==> config.mk <==
export PLATFORM = sky130hd
export DESIGN_NAME = uart_rx_flagq
export DESIGN_NICKNAME = d
export VERILOG_FILES = /design/src/rtl/uart_rx_flagq_pkg.sv /design/src/rtl/uart_rx_framer.sv /design/src/rtl/uart_rx_fifo.sv /design/src/rtl/uart_rx_flags.sv /design/src/rtl/uart_rx_flagq.sv
export SDC_FILE = /design/constraint.sdc
export NUM_CORES = 1
export LEC_CHECK = 0
export BUFFER_PORTS_ARGS = -buffer_cell sky130_fd_sc_hd__clkbuf_2
export CAP_MARGIN = 5
export CELL_PAD_IN_SITES_DETAIL_PLACEMENT = 1
export CELL_PAD_IN_SITES_GLOBAL_PLACEMENT = 2
export CORE_ASPECT_RATIO = 1.5
export CORE_MARGIN = 1
export CORE_UTILIZATION = 39
export CTS_CLUSTER_SIZE = 28
export DETAILED_ROUTE_END_ITERATION = 12
export GPL_TIMING_DRIVEN = 0
export PLACE_DENSITY = 0.73
export SLEW_MARGIN = 5
export SYNTH_ARGS = -nofsm -noshare
export SYNTH_HDL_FRONTEND = slang
export SYNTH_SLANG_ARGS = --single-unit
==> constraint.sdc <==
create_clock -name clk -period 4.1 [get_ports clk]
set_input_delay 0.41 -clock clk [delete_from_list [all_inputs] [get_ports clk]]
set_output_delay 0.41 -clock clk [all_outputs]
set_load 0.03 [all_outputs]
==> src/rtl/uart_rx_flagq_pkg.sv <==
package uart_rx_flagq_pkg;

  localparam int unsigned RX_DW = 8;

  typedef enum logic [2:0] {
    RX_IDLE,
    RX_START,
    RX_DATA,
    RX_NINTH,
    RX_STOP
  } rx_state_e;

  typedef struct packed {
    logic             perr;
    logic             xbit;
    logic [RX_DW-1:0] data;
  } rx_entry_t;

  // Parity bit the sender is expected to append for a given selection.
  function automatic logic want_parity(input logic [RX_DW-1:0] d, input logic [1:0] sel);
    logic r;
    case (sel)
      2'd0:    r = ~(^d);   // odd total
      2'd1:    r = ^d;      // even total
      2'd2:    r = 1'b1;
      default: r = 1'b0;
    endcase
    return r;
  endfunction

  // Value kept in the extra-bit slot of an entry.
  function automatic logic pick_xbit(input logic xmode, input logic pmode,
                                     input logic ninth, input logic stop);
    return (xmode && !pmode) ? ninth : stop;
  endfunction

endpackage

==> src/rtl/uart_rx_framer.sv <==
module uart_rx_framer
  import uart_rx_flagq_pkg::*;
#(
  parameter int unsigned OVS = 16,
  parameter int unsigned DW  = RX_DW
) (
  input  logic          clk,
  input  logic          rst_n,
  input  logic          os_tick,
  input  logic          rxd,
  input  logic          rx_en,
  input  logic          ninth_en,
  output logic          frame_done,
  output logic [DW-1:0] frame_data,
  output logic          frame_ninth,
  output logic          frame_stop
);

  localparam int unsigned CW   = $clog2(OVS);
  localparam int unsigned BW   = (DW > 1) ? $clog2(DW) : 1;
  localparam int unsigned HALF = OVS / 2;

  logic [1:0]    sync_q;
  logic          rx_s;
  rx_state_e     state;
  logic [CW-1:0] os_cnt;
  logic [BW-1:0] bit_idx;
  logic [DW-1:0] shreg;
  logic          ninth_q;
  logic          at_mid;
  logic          at_full;

  assign rx_s    = sync_q[1];
  assign at_mid  = (os_cnt == CW'(HALF - 1));
  assign at_full = (os_cnt == CW'(OVS - 1));

  always_ff @(posedge clk or negedge rst_n) begin
    if (!rst_n) sync_q <= 2'b11;
    else        sync_q <= {sync_q[0], rxd};
  end

  always_ff @(posedge clk or negedge rst_n) begin
    if (!rst_n) begin
      state   <= RX_IDLE;
      os_cnt  <= '0;
      bit_idx <= '0;
      shreg   <= '0;
      ninth_q <= 1'b0;
    end else if (!rx_en) begin
      state  <= RX_IDLE;
      os_cnt <= '0;
    end else if (os_tick) begin
      case (state)
        RX_IDLE: begin
          if (!rx_s) begin
            state  <= RX_START;
            os_cnt <= '0;
          end
        end
        RX_START: begin
          if (at_mid) begin
            os_cnt  <= '0;
            bit_idx <= '0;
            state   <= rx_s ? RX_IDLE : RX_DATA;
          end else begin
            os_cnt <= os_cnt + 1'b1;
          end
        end
        RX_DATA: begin
          if (at_full) begin
            os_cnt <= '0;
            shreg  <= {rx_s, shreg[DW-1:1]};
            if (bit_idx == BW'(DW - 1)) state <= ninth_en ? RX_NINTH : RX_STOP;
            else                        bit_idx <= bit_idx + 1'b1;
          end else begin
            os_cnt <= os_cnt + 1'b1;
          end
        end
        RX_NINTH: begin
          if (at_full) begin
            os_cnt  <= '0;
            ninth_q <= rx_s;
            state   <= RX_STOP;
          end else begin
            os_cnt <= os_cnt + 1'b1;
          end
        end
        RX_STOP: begin
          if (at_full) begin
            os_cnt <= '0;
            state  <= RX_IDLE;
          end else begin
            os_cnt <= os_cnt + 1'b1;
          end
        end
        default: state <= RX_IDLE;
      endcase
    end
  end

  assign frame_done  = rx_en && os_tick && (state == RX_STOP) && at_full;
  assign frame_data  = shreg;
  assign frame_ninth = ninth_q;
  assign frame_stop  = rx_s;

endmodule

==> src/rtl/uart_rx_fifo.sv <==
module uart_rx_fifo #(
  parameter int unsigned DEPTH = 4,
  parameter int unsigned W     = 10
) (
  input  logic                           clk,
  input  logic                           rst_n,
  input  logic                           push,
  input  logic [W-1:0]                   wdata,
  input  logic                           pop,
  output logic [W-1:0]                   rdata,
  output logic [$clog2(DEPTH+1)-1:0]     count,
  output logic                           full,
  output logic                           empty,
  output logic                           dropped
);

  localparam int unsigned AW = (DEPTH > 1) ? $clog2(DEPTH) : 1;
  localparam int unsigned CNTW = $clog2(DEPTH + 1);

  function automatic logic [AW-1:0] ptr_next(input logic [AW-1:0] p);
    return (p == AW'(DEPTH - 1)) ? '0 : p + 1'b1;
  endfunction

  logic [W-1:0]  slot [DEPTH];
  logic [AW-1:0] wr_ptr;
  logic [AW-1:0] rd_ptr;
  logic          do_pop;
  logic          do_push;

  assign full    = (count == CNTW'(DEPTH));
  assign empty   = (count == '0);
  assign do_pop  = pop && !empty;
  assign do_push = push && (!full || do_pop);
  assign dropped = push && !do_push;
  assign rdata   = slot[rd_ptr];

  for (genvar g = 0; g < DEPTH; g++) begin : g_slot
    always_ff @(posedge clk or negedge rst_n) begin
      if (!rst_n)                              slot[g] <= '0;
      else if (do_push && wr_ptr == AW'(g))    slot[g] <= wdata;
    end
  end

  always_ff @(posedge clk or negedge rst_n) begin
    if (!rst_n) begin
      wr_ptr <= '0;
      rd_ptr <= '0;
      count  <= '0;
    end else begin
      if (do_push) wr_ptr <= ptr_next(wr_ptr);
      if (do_pop)  rd_ptr <= ptr_next(rd_ptr);
      case ({do_push, do_pop})
        2'b10:   count <= count + 1'b1;
        2'b01:   count <= count - 1'b1;
        default: count <= count;
      endcase
    end
  end

endmodule

==> src/rtl/uart_rx_flags.sv <==
module uart_rx_flags (
  input  logic clk,
  input  logic rst_n,
  input  logic frame_done,
  input  logic dropped,
  input  logic head_perr_seen,
  input  logic clr_ovr,
  input  logic clr_perr,
  input  logic clr_ri,
  output logic ovr_flag,
  output logic perr_flag,
  output logic ri_flag
);

  function automatic logic sticky(input logic cur, input logic clr, input logic set);
    return (cur && !clr) || set;
  endfunction

  always_ff @(posedge clk or negedge rst_n) begin
    if (!rst_n) begin
      ovr_flag  <= 1'b0;
      perr_flag <= 1'b0;
      ri_flag   <= 1'b0;
    end else begin
      ovr_flag  <= sticky(ovr_flag,  clr_ovr,  dropped);
      perr_flag <= sticky(perr_flag, clr_perr, head_perr_seen);
      ri_flag   <= sticky(ri_flag,   clr_ri,   frame_done);
    end
  end

endmodule

==> src/rtl/uart_rx_flagq.sv <==
module uart_rx_flagq
  import uart_rx_flagq_pkg::*;
#(
  parameter int unsigned OVS   = 16,
  parameter int unsigned DEPTH = 4
) (
  input  logic                       clk,
  input  logic                       rst_n,
  input  logic                       os_tick,
  input  logic                       rxd,
  input  logic                       rx_en,
  input  logic                       par_en,
  input  logic [1:0]                 par_type,
  input  logic                       xbit_en,
  input  logic                       pop,
  input  logic                       clr_ovr,
  input  logic                       clr_perr,
  input  logic                       clr_ri,
  output logic [RX_DW-1:0]           rd_data,
  output logic                       rd_valid,
  output logic                       xbit_flag,
  output logic [$clog2(DEPTH+1)-1:0] fifo_count,
  output logic                       ovr_flag,
  output logic                       perr_flag,
  output logic                       ri_flag
);

  localparam int unsigned EW = $bits(rx_entry_t);

  // Named internal events, also observed by the bound checker.
  logic             frame_done;
  logic [RX_DW-1:0] frame_data;
  logic             frame_ninth;
  logic             frame_stop;
  logic             fifo_full;
  logic             fifo_empty;
  logic             fifo_drop;
  logic             head_perr;
  rx_entry_t        new_entry;
  rx_entry_t        head_entry;
  logic [EW-1:0]    head_raw;

  uart_rx_framer #(.OVS(OVS), .DW(RX_DW)) u_framer (
    .clk         (clk),
    .rst_n       (rst_n),
    .os_tick     (os_tick),
    .rxd         (rxd),
    .rx_en       (rx_en),
    .ninth_en    (par_en | xbit_en),
    .frame_done  (frame_done),
    .frame_data  (frame_data),
    .frame_ninth (frame_ninth),
    .frame_stop  (frame_stop)
  );

  always_comb begin
    new_entry.data = frame_data;
    new_entry.xbit = pick_xbit(xbit_en, par_en, frame_ninth, frame_stop);
    new_entry.perr = par_en && (frame_ninth != want_parity(frame_data, par_type));
  end

  uart_rx_fifo #(.DEPTH(DEPTH), .W(EW)) u_fifo (
    .clk     (clk),
    .rst_n   (rst_n),
    .push    (frame_done),
    .wdata   (new_entry),
    .pop     (pop),
    .rdata   (head_raw),
    .count   (fifo_count),
    .full    (fifo_full),
    .empty   (fifo_empty),
    .dropped (fifo_drop)
  );

  assign head_entry = rx_entry_t'(head_raw);
  assign rd_valid   = !fifo_empty;
  assign rd_data    = head_entry.data;
  assign xbit_flag  = head_entry.xbit;
  assign head_perr  = rd_valid && head_entry.perr;

  uart_rx_flags u_flags (
    .clk            (clk),
    .rst_n          (rst_n),
    .frame_done     (frame_done),
    .dropped        (fifo_drop),
    .head_perr_seen (head_perr && par_en),
    .clr_ovr        (clr_ovr),
    .clr_perr       (clr_perr),
    .clr_ri         (clr_ri),
    .ovr_flag       (ovr_flag),
    .perr_flag      (perr_flag),
    .ri_flag        (ri_flag)
  );

endmodule

# Yosys cells after proc, flatten, opt, wreduce, memory -nomap -nowiden
# Index checks and enable logic that the tools add are counted.
# op_classes
eq_ne	28
magnitude_cmp	1
n_reduce_logical	41
bitwise_logic	3
add_sub_neg	6
n_mux	29
# op_table
op	count
two-way mux 3 bit	12
binary-select mux 10 bit (select 2 bit)	1
two-way mux 10 bit	2
two-way mux 4 bit	5
logical AND 1 bit	17
!= test 3 x 2 -> 1 bit (second input constant)	5
case mux 3 bit (5 select lines)	1
case mux 3 bit (2 select lines)	2
case mux 4 bit (3 select lines)	1
== test 2 bit (second input constant)	5
== test 3 bit (second input constant)	3
AND reduction 4 bit	2
XOR reduction 8 bit	1
logical NOT 1 bit	7
AND reduction 7 bit	1
adder 3 x 1 -> 3 bit (second input constant)	2
== test 2 x 1 -> 1 bit (second input constant)	3
== test 3 x 2 -> 1 bit (second input constant)	2
logical NOT 3 bit	2
two-way mux 2 bit	3
AND reduction 6 bit	1
adder 2 x 1 -> 2 bit (second input constant)	2
adder 4 x 1 -> 4 bit (second input constant)	1
== test 4 x 3 -> 1 bit (second input constant)	1
other kinds (19)	26
# totals
out_inout_bits	16
register_bits	71
in_bits	13
wordCells	124

# Logic depth before layout (Yosys ltp)
# Gate-level depths: netlist of the first run.
# depth
ltp_word	8
mapped_depth	8
depth_no_buf	7

# Hierarchy
# Synthesis of the first run repeated with hierarchy kept, for this count alone.
# unflattened
hier_cells	261
hier_area_um2	3548.4
# by_module_without_submodules
module	n_inst	seq_area_each_um2	area_each_um2	cells_per_inst
uart_rx_fifo	1	1176.1	2167.1	137
uart_rx_framer	1	528.0	1149.9	98
uart_rx_flagq	1	0.0	122.6	17
uart_rx_flags	1	75.1	108.9	9

# Least setup slack after synthesis of the first run
# No wires, ideal clock.
# synth_path
path_type	register to register
start	register u_framer.os_cnt[0]
end	register u_fifo.count[1]
arrival_time_ns	1.977
path_slack_ns	2.040
period_less_slack_ns	2.060
n_path_buf	1
setup_ns	0.083
path_stages_with_launch	8
cell_sequence	dfrtp_1 ha_1 nand3_1 or3_1 buf_2 nand3_1 fa_1 o21ai_0
# synth_via
elab_chain_cells	5
# synth_lines
element	line	text
from (decl)	uart_rx_framer.sv:26	logic [CW-1:0] os_cnt;
from (signal assigned)	uart_rx_framer.sv:66	os_cnt <= os_cnt + 1'b1;
from (signal assigned)	uart_rx_framer.sv:76	os_cnt <= os_cnt + 1'b1;
from (signal assigned)	uart_rx_framer.sv:85	os_cnt <= os_cnt + 1'b1;
== test 4 bit (*)	uart_rx_framer.sv:35	assign at_full = (os_cnt == CW'(OVS - 1));
logical AND 1 bit (*)	uart_rx_framer.sv:101	assign frame_done = rx_en && os_tick && (state == RX_STOP) && at_full;
logical AND 1 bit (*)	uart_rx_fifo.sv:33	assign do_push = push && (!full || do_pop);
== test 2 x 1 -> 1 bit / == test 2 bit (equally long branches)	uart_rx_fifo.sv:52	case ({do_push, do_pop})
case mux 3 bit (2 select lines) / nonzero test 2 bit (equally long branches)	--	
to (signal assigned)	uart_rx_fifo.sv:53	2'b10: count <= count + 1'b1;
to (signal assigned)	uart_rx_fifo.sv:54	2'b01: count <= count - 1'b1;
to (signal assigned)	uart_rx_fifo.sv:55	default: count <= count;
to (decl)	uart_rx_fifo.sv:11	output logic [$clog2(DEPTH+1)-1:0] count,
# Mark *: on every way between the ends. The rest lies on a longest branch, timed or not.
# A chain may end at the register's enable or synchronous reset.

# Final worst setup path of the first run
# layout_path
start	register u_fifo.rd_ptr[0]
end	output port rd_data[4]
# layout_via
elab_chain_cells	4
# layout_lines
element	line	text
from (decl)	uart_rx_fifo.sv:26	logic [AW-1:0] rd_ptr;
from (signal assigned)	uart_rx_fifo.sv:51	if (do_pop) rd_ptr <= ptr_next(rd_ptr);
inverter 2 -> 3 bit (implied by the code)	uart_rx_fifo.sv:35	assign rdata = slot[rd_ptr];
binary-select mux 10 bit (select 2 bit)	uart_rx_fifo.sv:35	
two-way mux 10 bit (implied by the code) (2 in a row)	uart_rx_fifo.sv:35	
to (decl)	uart_rx_flagq.sv:19	output logic [RX_DW-1:0] rd_data,
# No other way between the ends. The select of a mux whose other input is x is not followed.

==> results of run 1 <==
-- critical path: cells and delay by family, from the launching register on --
family,cells,cell delay (ps)
flops,1,450
buf+inv,2,600
mux,1,570
-- layer usage --
| layer | track usage | vias to the layer above |
|---|---|---|
| met1 | 0.223 | 1248 |
| met3 | 0.0245 | 12 |
| met5 | 0 | - |
| met2 | 0.351 | 24 |
| met4 | 0.100 | 0 |
| li1 | - | 1110 |
-- state kept, by name, summed over array words and instances, names as in the netlist --
name,count
u_fifo.count,3
u_fifo.rd_ptr,2
u_fifo.slot,40
u_fifo.wr_ptr,2
u_flags.ovr_flag,1
u_flags.perr_flag,1
u_flags.ri_flag,1
u_framer.bit_idx,3
u_framer.frame_data,8
u_framer.frame_ninth,1
u_framer.os_cnt,4
u_framer.state,3
u_framer.sync_q,2
-- layout by cell type (no fill, tap or decap), drive strengths merged, types with 2 or more instances in the layout --
master,instances
nand2b,3
nor2,7
or3b,2
nand3b,3
mux2,43
bufinv,3
a21oi,2
clkbuf,42
nor4b,3
or3,4
o21ai,15
a31oi,2
nand3,14
nor2b,5
a21boi,2
nand2,18
inv,14
o22ai,5
buf,9
dfstp,2
nor3,4
mux4,10
xnor2,9
dfrtp,69
nor3b,2
clkinv,2
mux2i,10
ha,8
nand4,4
-- worst paths after layout --
path	start	end	slack [ps]	cells past startpoint
worst max-delay path	u_fifo.rd_ptr[0]$_DFFE_PN0P_	rd_data[4]	1740	3
worst min-delay path	rst_n	u_fifo.slot[25]$_DFFE_PN0P_	50	1
max in group asynchronous	rst_n	u_framer.sync_q[0]$_DFF_PN1_	3410	2
worst max register to register	u_framer.os_cnt[0]$_DFFE_PN0P_	u_fifo.slot[37]$_DFFE_PN0P_	1780	7
min in group clk	rxd	u_framer.sync_q[0]$_DFF_PN1_	160	1
worst min register to register	u_framer.sync_q[0]$_DFF_PN1_	u_framer.sync_q[1]$_DFF_PN1_	360	0
-- kinds of logic after synthesis --
group | count (synthesis) | share of synthesized area
compound gates | 33 | 0.0566
fa+ha+maj | 9 | 0.0336
mux | 63 | 0.233
buf+inv | 26 | 0.0343
flops | 71 | 0.497
simple gates | 73 | 0.121
xor+xnor | 10 | 0.0245
-- power by group through the flow --
stage	registers [mW]	logic [mW]	clock network, mW
detailed placement	0.787	0.319	0
finish	0.771	0.311	0.929
global route	0.779	0.348	0.979
floorplan	0.804	0.192	0
global placement	0.783	0.312	0
CTS	0.774	0.321	0.952
-- cell usage after synthesis (all sizes together), types with 2 or more instances --
cell type   n
inv        14
clkbuf      4
nor3b       2
nand3      14
dfstp       2
a21boi      2
nand4       4
nand3b      3
nor4b       3
nand2      18
nor2b       5
a31oi       2
buf         8
or3         4
dfrtp      69
nand2b      3
nor3        4
mux4       10
mux2       43
xnor2       9
a21oi       2
nor2        7
ha          8
or3b        2
o21ai      15
o22ai       5
mux2i      10
-- final cells by class --
class | count | share of cell area
flip-flops and latches | 71 | 0.420
multi-input cells | 188 | 0.397
clock buffers | 11 | 0.0597
repair buffers | 28 | 0.0373
well taps | 110 | 0.0325
clock inverters | 5 | 0.0245
plain buffers | 12 | 0.0166
inverters | 14 | 0.0124
==> results by group, run 1 <==
Status
  • Status: completed

Power
  • Switch share: 0.264
  • Power per cell area: approximately 480 mW/mm^2
  • Combinational Power Share: 0.155
  • Design Power: 2.01 mW
  • Leak: 2.04 nW
  • Clock Power Share: 0.462
  • Seq pwr share: 0.383
  • Internal cell power: 1.48 mW
  • Worst VDD drop: approximately 0.00025 V
  • Net Sw Power: 0.531 mW

Timing
  • Fin crit period: 2360 ps
  • Total negative slack: 0 ps
  • Pin slew with the least headroom to its limit: 771 ps
  • Max_slew headroom: 0.486
  • RSZ-0062 raised after global routing: no
  • WHS: 48.9 ps
  • Setup Skew: slightly below 6 ps
  • Fin. Hold Viols: 0
  • Final setup vio count: 0
  • Final period util: 0.577
  • Fmax: about 0.42 GHz
  • Final WS setup: about 1700 ps
  • Final slew viol count: 0

Clocking
  • Number of H-tree levels: 3
  • CTS Buf Count: 9
  • Clock transition at path regs: roughly 60 ps
  • Postcts setup bufs: 0
  • Hold buffer count at CTS: 0
  • CTS tree: yes
  • Longest Clk Path Bufs: 2
  • Clock Latency Late Sink: 330 ps
  • Post-CTS Resized: 0
  • CTS root buffer: clkbuf_16
  • Num Clock Sinks: 71

GRT
  • Vias in the first global route: between 2000 and 3000
  • First-pass GRT wire length: around 14000 um
  • Largest net degree at the start of global routing: 42
  • Initial antenna violation count: 0
  • Gr ovfl total: 0
  • Tot GR Track Use: 0.196

Routing
  • Met1 Wirelength: 3290 um
  • Drt total wl: 8100 um
  • Metal3 WL: approximately 120 um
  • # DRC: 0
  • Max Used Layer: met4
  • Vias: between 2000 and 2500
  • Drt pass-1 iters: 4
  • Routed len/inst: between 15 and 20 um
  • Routed length on met2: about 4500 um
  • Initial DRC count: 64
  • Vias per cell: 5.45
  • Detail Route Antenna Nets: 0

Final layout
  • Number of diodes: 0
  • Share of cells above drive strength 1: 0.298
  • Nets: 346
  • Fin util: 0.476
  • Area delta synth->final: 18.2%
  • Footprint of the multi-input gates: approximately 0.0017 sq mm
  • Fillcell total: 952
  • Final Instance Count excl. Fillers: between 400 and 500
  • Reg area: ~0.0018 sq mm
  • Final instance area: 0.00423 sq mm

Placement
  • Final HPWL DP: 5730 um
  • IO Port Bufs: 27
  • # placed instances: 423
  • Routability congestion estimate: 0.778
  • Dpl cell area: 0.00387 sq mm
  • Pre-CTS WS: approximately 1800 ps

Worst setup path
  • Crit path max-delay cell type: mux4_2
  • CP Data Required Time: 3690 ps
  • Worst Path Arrival: 1950 ps
  • Critical path cell sequence: buf_2 > mux4_2 > clkbuf_2
  • Crit Path Max Fanout: 10
  • Startpoint types: flop
  • CP endpoint kind: output pin
  • CP Class: flop to output pin
  • Critical path's largest stage delay: 570 ps

Synth
  • Synth Instances: 285
  • Synth Net Count: 307
  • #FFs+latches synth: 71
  • Ranking of synthesized cells by area: dfrtp_1 48%, mux2_2 6.6%, mux4_2 6.3%
  • Register area share after synthesis: 0.497
  • Distinct cell type count after synthesis: 48
  • Avg Inst Size Synth: ~13 sq um
  • EDFF count, synth: 0
  • Top_reg_cell synth: dfrtp_1
  • Mapped cell area: 0.00358 sq mm
  • Asr flop ratio synth: 1.00
  • Yosys Warn Count: 0
  • Post-synth top area cell: dfrtp_1
  • Yosys top cell area share: 0.482

Flow run
  • Number of max-cap violations: 0

Floorplanning
  • Die Ht: roughly 120 um
  • Number of top-level pins: 29
  • FP Rows: 42
  • Die Area: 0.00957 sq mm
  • Standard cell core area: 0.00888 sq mm
  • Die X: 80.2 um
  • Initial Util: 0.403

Min path
  • Hold Crit Class: input pin to async pin
Power figures use the tool's default switching activity.
==> inputs of run 2 (changes only) <==
==> constraint.sdc (replaced) <==
create_clock -name clk -period 2.2 [get_ports clk]
set_input_delay 0.22 -clock clk [delete_from_list [all_inputs] [get_ports clk]]
set_output_delay 0.22 -clock clk [all_outputs]
set_load 0.03 [all_outputs]
==> results by group, run 2 (synthesis gave the netlist of run 1 again) <==
GRT
  • Tot GR Track Use: 0.197
  • Initial antenna violation count: 0
  • Largest net degree at the start of global routing: 42
  • Vias in the first global route: 2639
  • First-pass GRT wire length: 13900 um
  • Gr ovfl total: 0

Floorplanning
  • Die Ht: 119 um
  • FP Rows: 42
  • Die X: approximately 80 um
  • Number of top-level pins: 29
  • Initial Util: 0.403
  • Standard cell core area: 0.00888 sq mm
  • Die Area: 0.00957 sq mm

Routing
  • Vias per cell: 5.42
  • Drt total wl: 8160 um
  • Drt pass-1 iters: 4
  • Detail Route Antenna Nets: 0
  • Routed len/inst: about 18 um
  • Initial DRC count: 58
  • # DRC: 0
  • Vias: ~2400

Timing
  • Setup Skew: 5.17 ps
  • Fmax: 0.468 GHz
  • Fin crit period: 2140 ps
  • WHS: 61.7 ps
  • Pin slew with the least headroom to its limit: between 700 and 800 ps
  • Final WS setup: 64.0 ps
  • Final period util: 0.971
  • Final setup vio count: 0
  • RSZ-0062 raised after global routing: yes
  • Max_slew headroom: 0.496
  • Final slew viol count: 0
  • Fin. Hold Viols: 0

Clocking
  • CTS root buffer: clkbuf_16
  • Number of H-tree levels: 3
  • Longest Clk Path Bufs: 2
  • Num Clock Sinks: 71
  • Clock transition at path regs: 60 ps
  • CTS Buf Count: 9
  • Clock Latency Late Sink: 330 ps
  • CTS tree: yes

Min path
  • Hold Crit Class: input pin to flop

Power
  • Worst VDD drop: around 0.00046 V
  • Seq pwr share: 0.382
  • Clock Power Share: 0.460
  • Internal cell power: roughly 2.8 mW
  • Leak: around 2.1 nW
  • Combinational Power Share: 0.158
  • Switch share: 0.266
  • Net Sw Power: approximately 1 mW
  • Power per cell area: 878 mW/mm^2

Final layout
  • Area delta synth->final: 20.0%
  • Most flop-heavy register: u_fifo.slot
  • Share of cells above drive strength 1: 0.313
  • Max reg flops: 40
  • Most common cell after layout, fill and taps aside: dfrtp_1
  • Nets: between 300 and 400
  • Number of diodes: 0
  • Commonest cells after routing, fill and taps aside: 68 x dfrtp_1, 27 x clkbuf_2, 21 x mux2_2

Status
  • Status: completed

Worst setup path
  • CP endpoint kind: flop
  • CP Data Required Time: 2410 ps
  • Worst Path Arrival: 2350 ps
  • Crit path max-delay cell type: dfrtp_2
  • Crit Path Max Fanout: 10
  • CP Class: flop to flop
  • Critical path's largest stage delay: around 440 ps
  • Critical path cell sequence: or3b_4 > or3_1 > buf_2 > nor2_4 > buf_8 > mux2_1
  • Startpoint types: flop

Placement
  • Routability congestion estimate: 0.778
  • Final HPWL DP: 5730 um
  • Pre-CTS WS: -147 ps
  • IO Port Bufs: 27

Flow run
  • Number of max-cap violations: 0
[run 2: cell types whose count changed in the layout (fill, tap and decap cells not counted), sizes merged]
cell	before	now
buf	9	10
dlygate4sd3	0	2
[run 2: layer usage]
| layer | up-vias | track usage | part of all wire | routed length [um] |
|---|---|---|---|---|
| met5 | - | 0 | 0 | 0 |
| met4 | 0 | 0.100 | 0.024 | 193 |
| met2 | 21 | 0.353 | 0.55 | 4520 |
| met3 | 11 | 0.0245 | 0.015 | 125 |
| li1 | 1116 | - | - | - |
| met1 | 1247 | 0.224 | 0.41 | 3320 |
[run 2: layout make-up]
cell class	count	area, sq um
Fill cell	949	4590
Sequential cell	71	1780
Multi-Input combinational cell	188	1700
Clock buffer	11	253
Timing Repair Buffer	31	185
Tap cell	110	138
Clock inverter	5	104
Buffer	12	83.8
Inverter	14	52.6
[run 2: worst paths after layout]
check,from,end,slack (ps),cells past startpoint
max reg2reg,u_framer.state[0]$_DFFE_PN0P_,u_fifo.slot[1]$_DFFE_PN0P_,60,6
min,clr_ovr,u_flags.ovr_flag$_DFF_PN0_,60,2
max,u_framer.state[0]$_DFFE_PN0P_,u_fifo.slot[1]$_DFFE_PN0P_,60,6
min reg2reg,u_framer.sync_q[0]$_DFF_PN1_,u_framer.sync_q[1]$_DFF_PN1_,360,0
max in group asynchronous,rst_n,u_framer.sync_q[0]$_DFF_PN1_,1160,3
min in group asynchronous,rst_n,u_fifo.slot[25]$_DFFE_PN0P_,400,2
[run 2: power by group through the flow]
stage	Clock (mW)	Sequential [mW]	Combinational, mW
after floorplan	0	1.50	0.358
after global placement	0	1.46	0.581
after detailed placement	0	1.47	0.595
after CTS	1.77	1.44	0.608
after global routing	1.82	1.45	0.661
final	1.73	1.44	0.595
[run 2: through the flow]
step | area, sq um | setup TNS, ps | power [mW] | util | instances
floorplan | 3580 | 0 | 1.86 | - | 285
global placement | 3850 | -2070 | 2.04 | 0.434 | 422
detailed placement | 3870 | -3060 | 2.06 | 0.436 | 423
CTS | 4270 | 0 | 3.83 | 0.481 | 441
global route | 4290 | 0 | 3.94 | 0.484 | 442
finish | 4290 | 0 | 3.77 | 0.484 | 442
[run 2: worst max-delay path, delay by kind of cell (launching register included)]
| family | cells | cell delay (ps) |
|---|---|---|
| DFF | 1 | 440 |
| buffers and inverters | 2 | 350 |
| and+or+nand+nor | 3 | 880 |
| muxes | 1 | 340 |
[run 2: what timing repair did]
action,in CTS,in global routing
hold endpoints to repair,31,0
endpoints found under the setup margin,43,16
hold buffers,2,0
pin swaps,0,2
buffers inserted,0,1
gates resized for setup,6,4
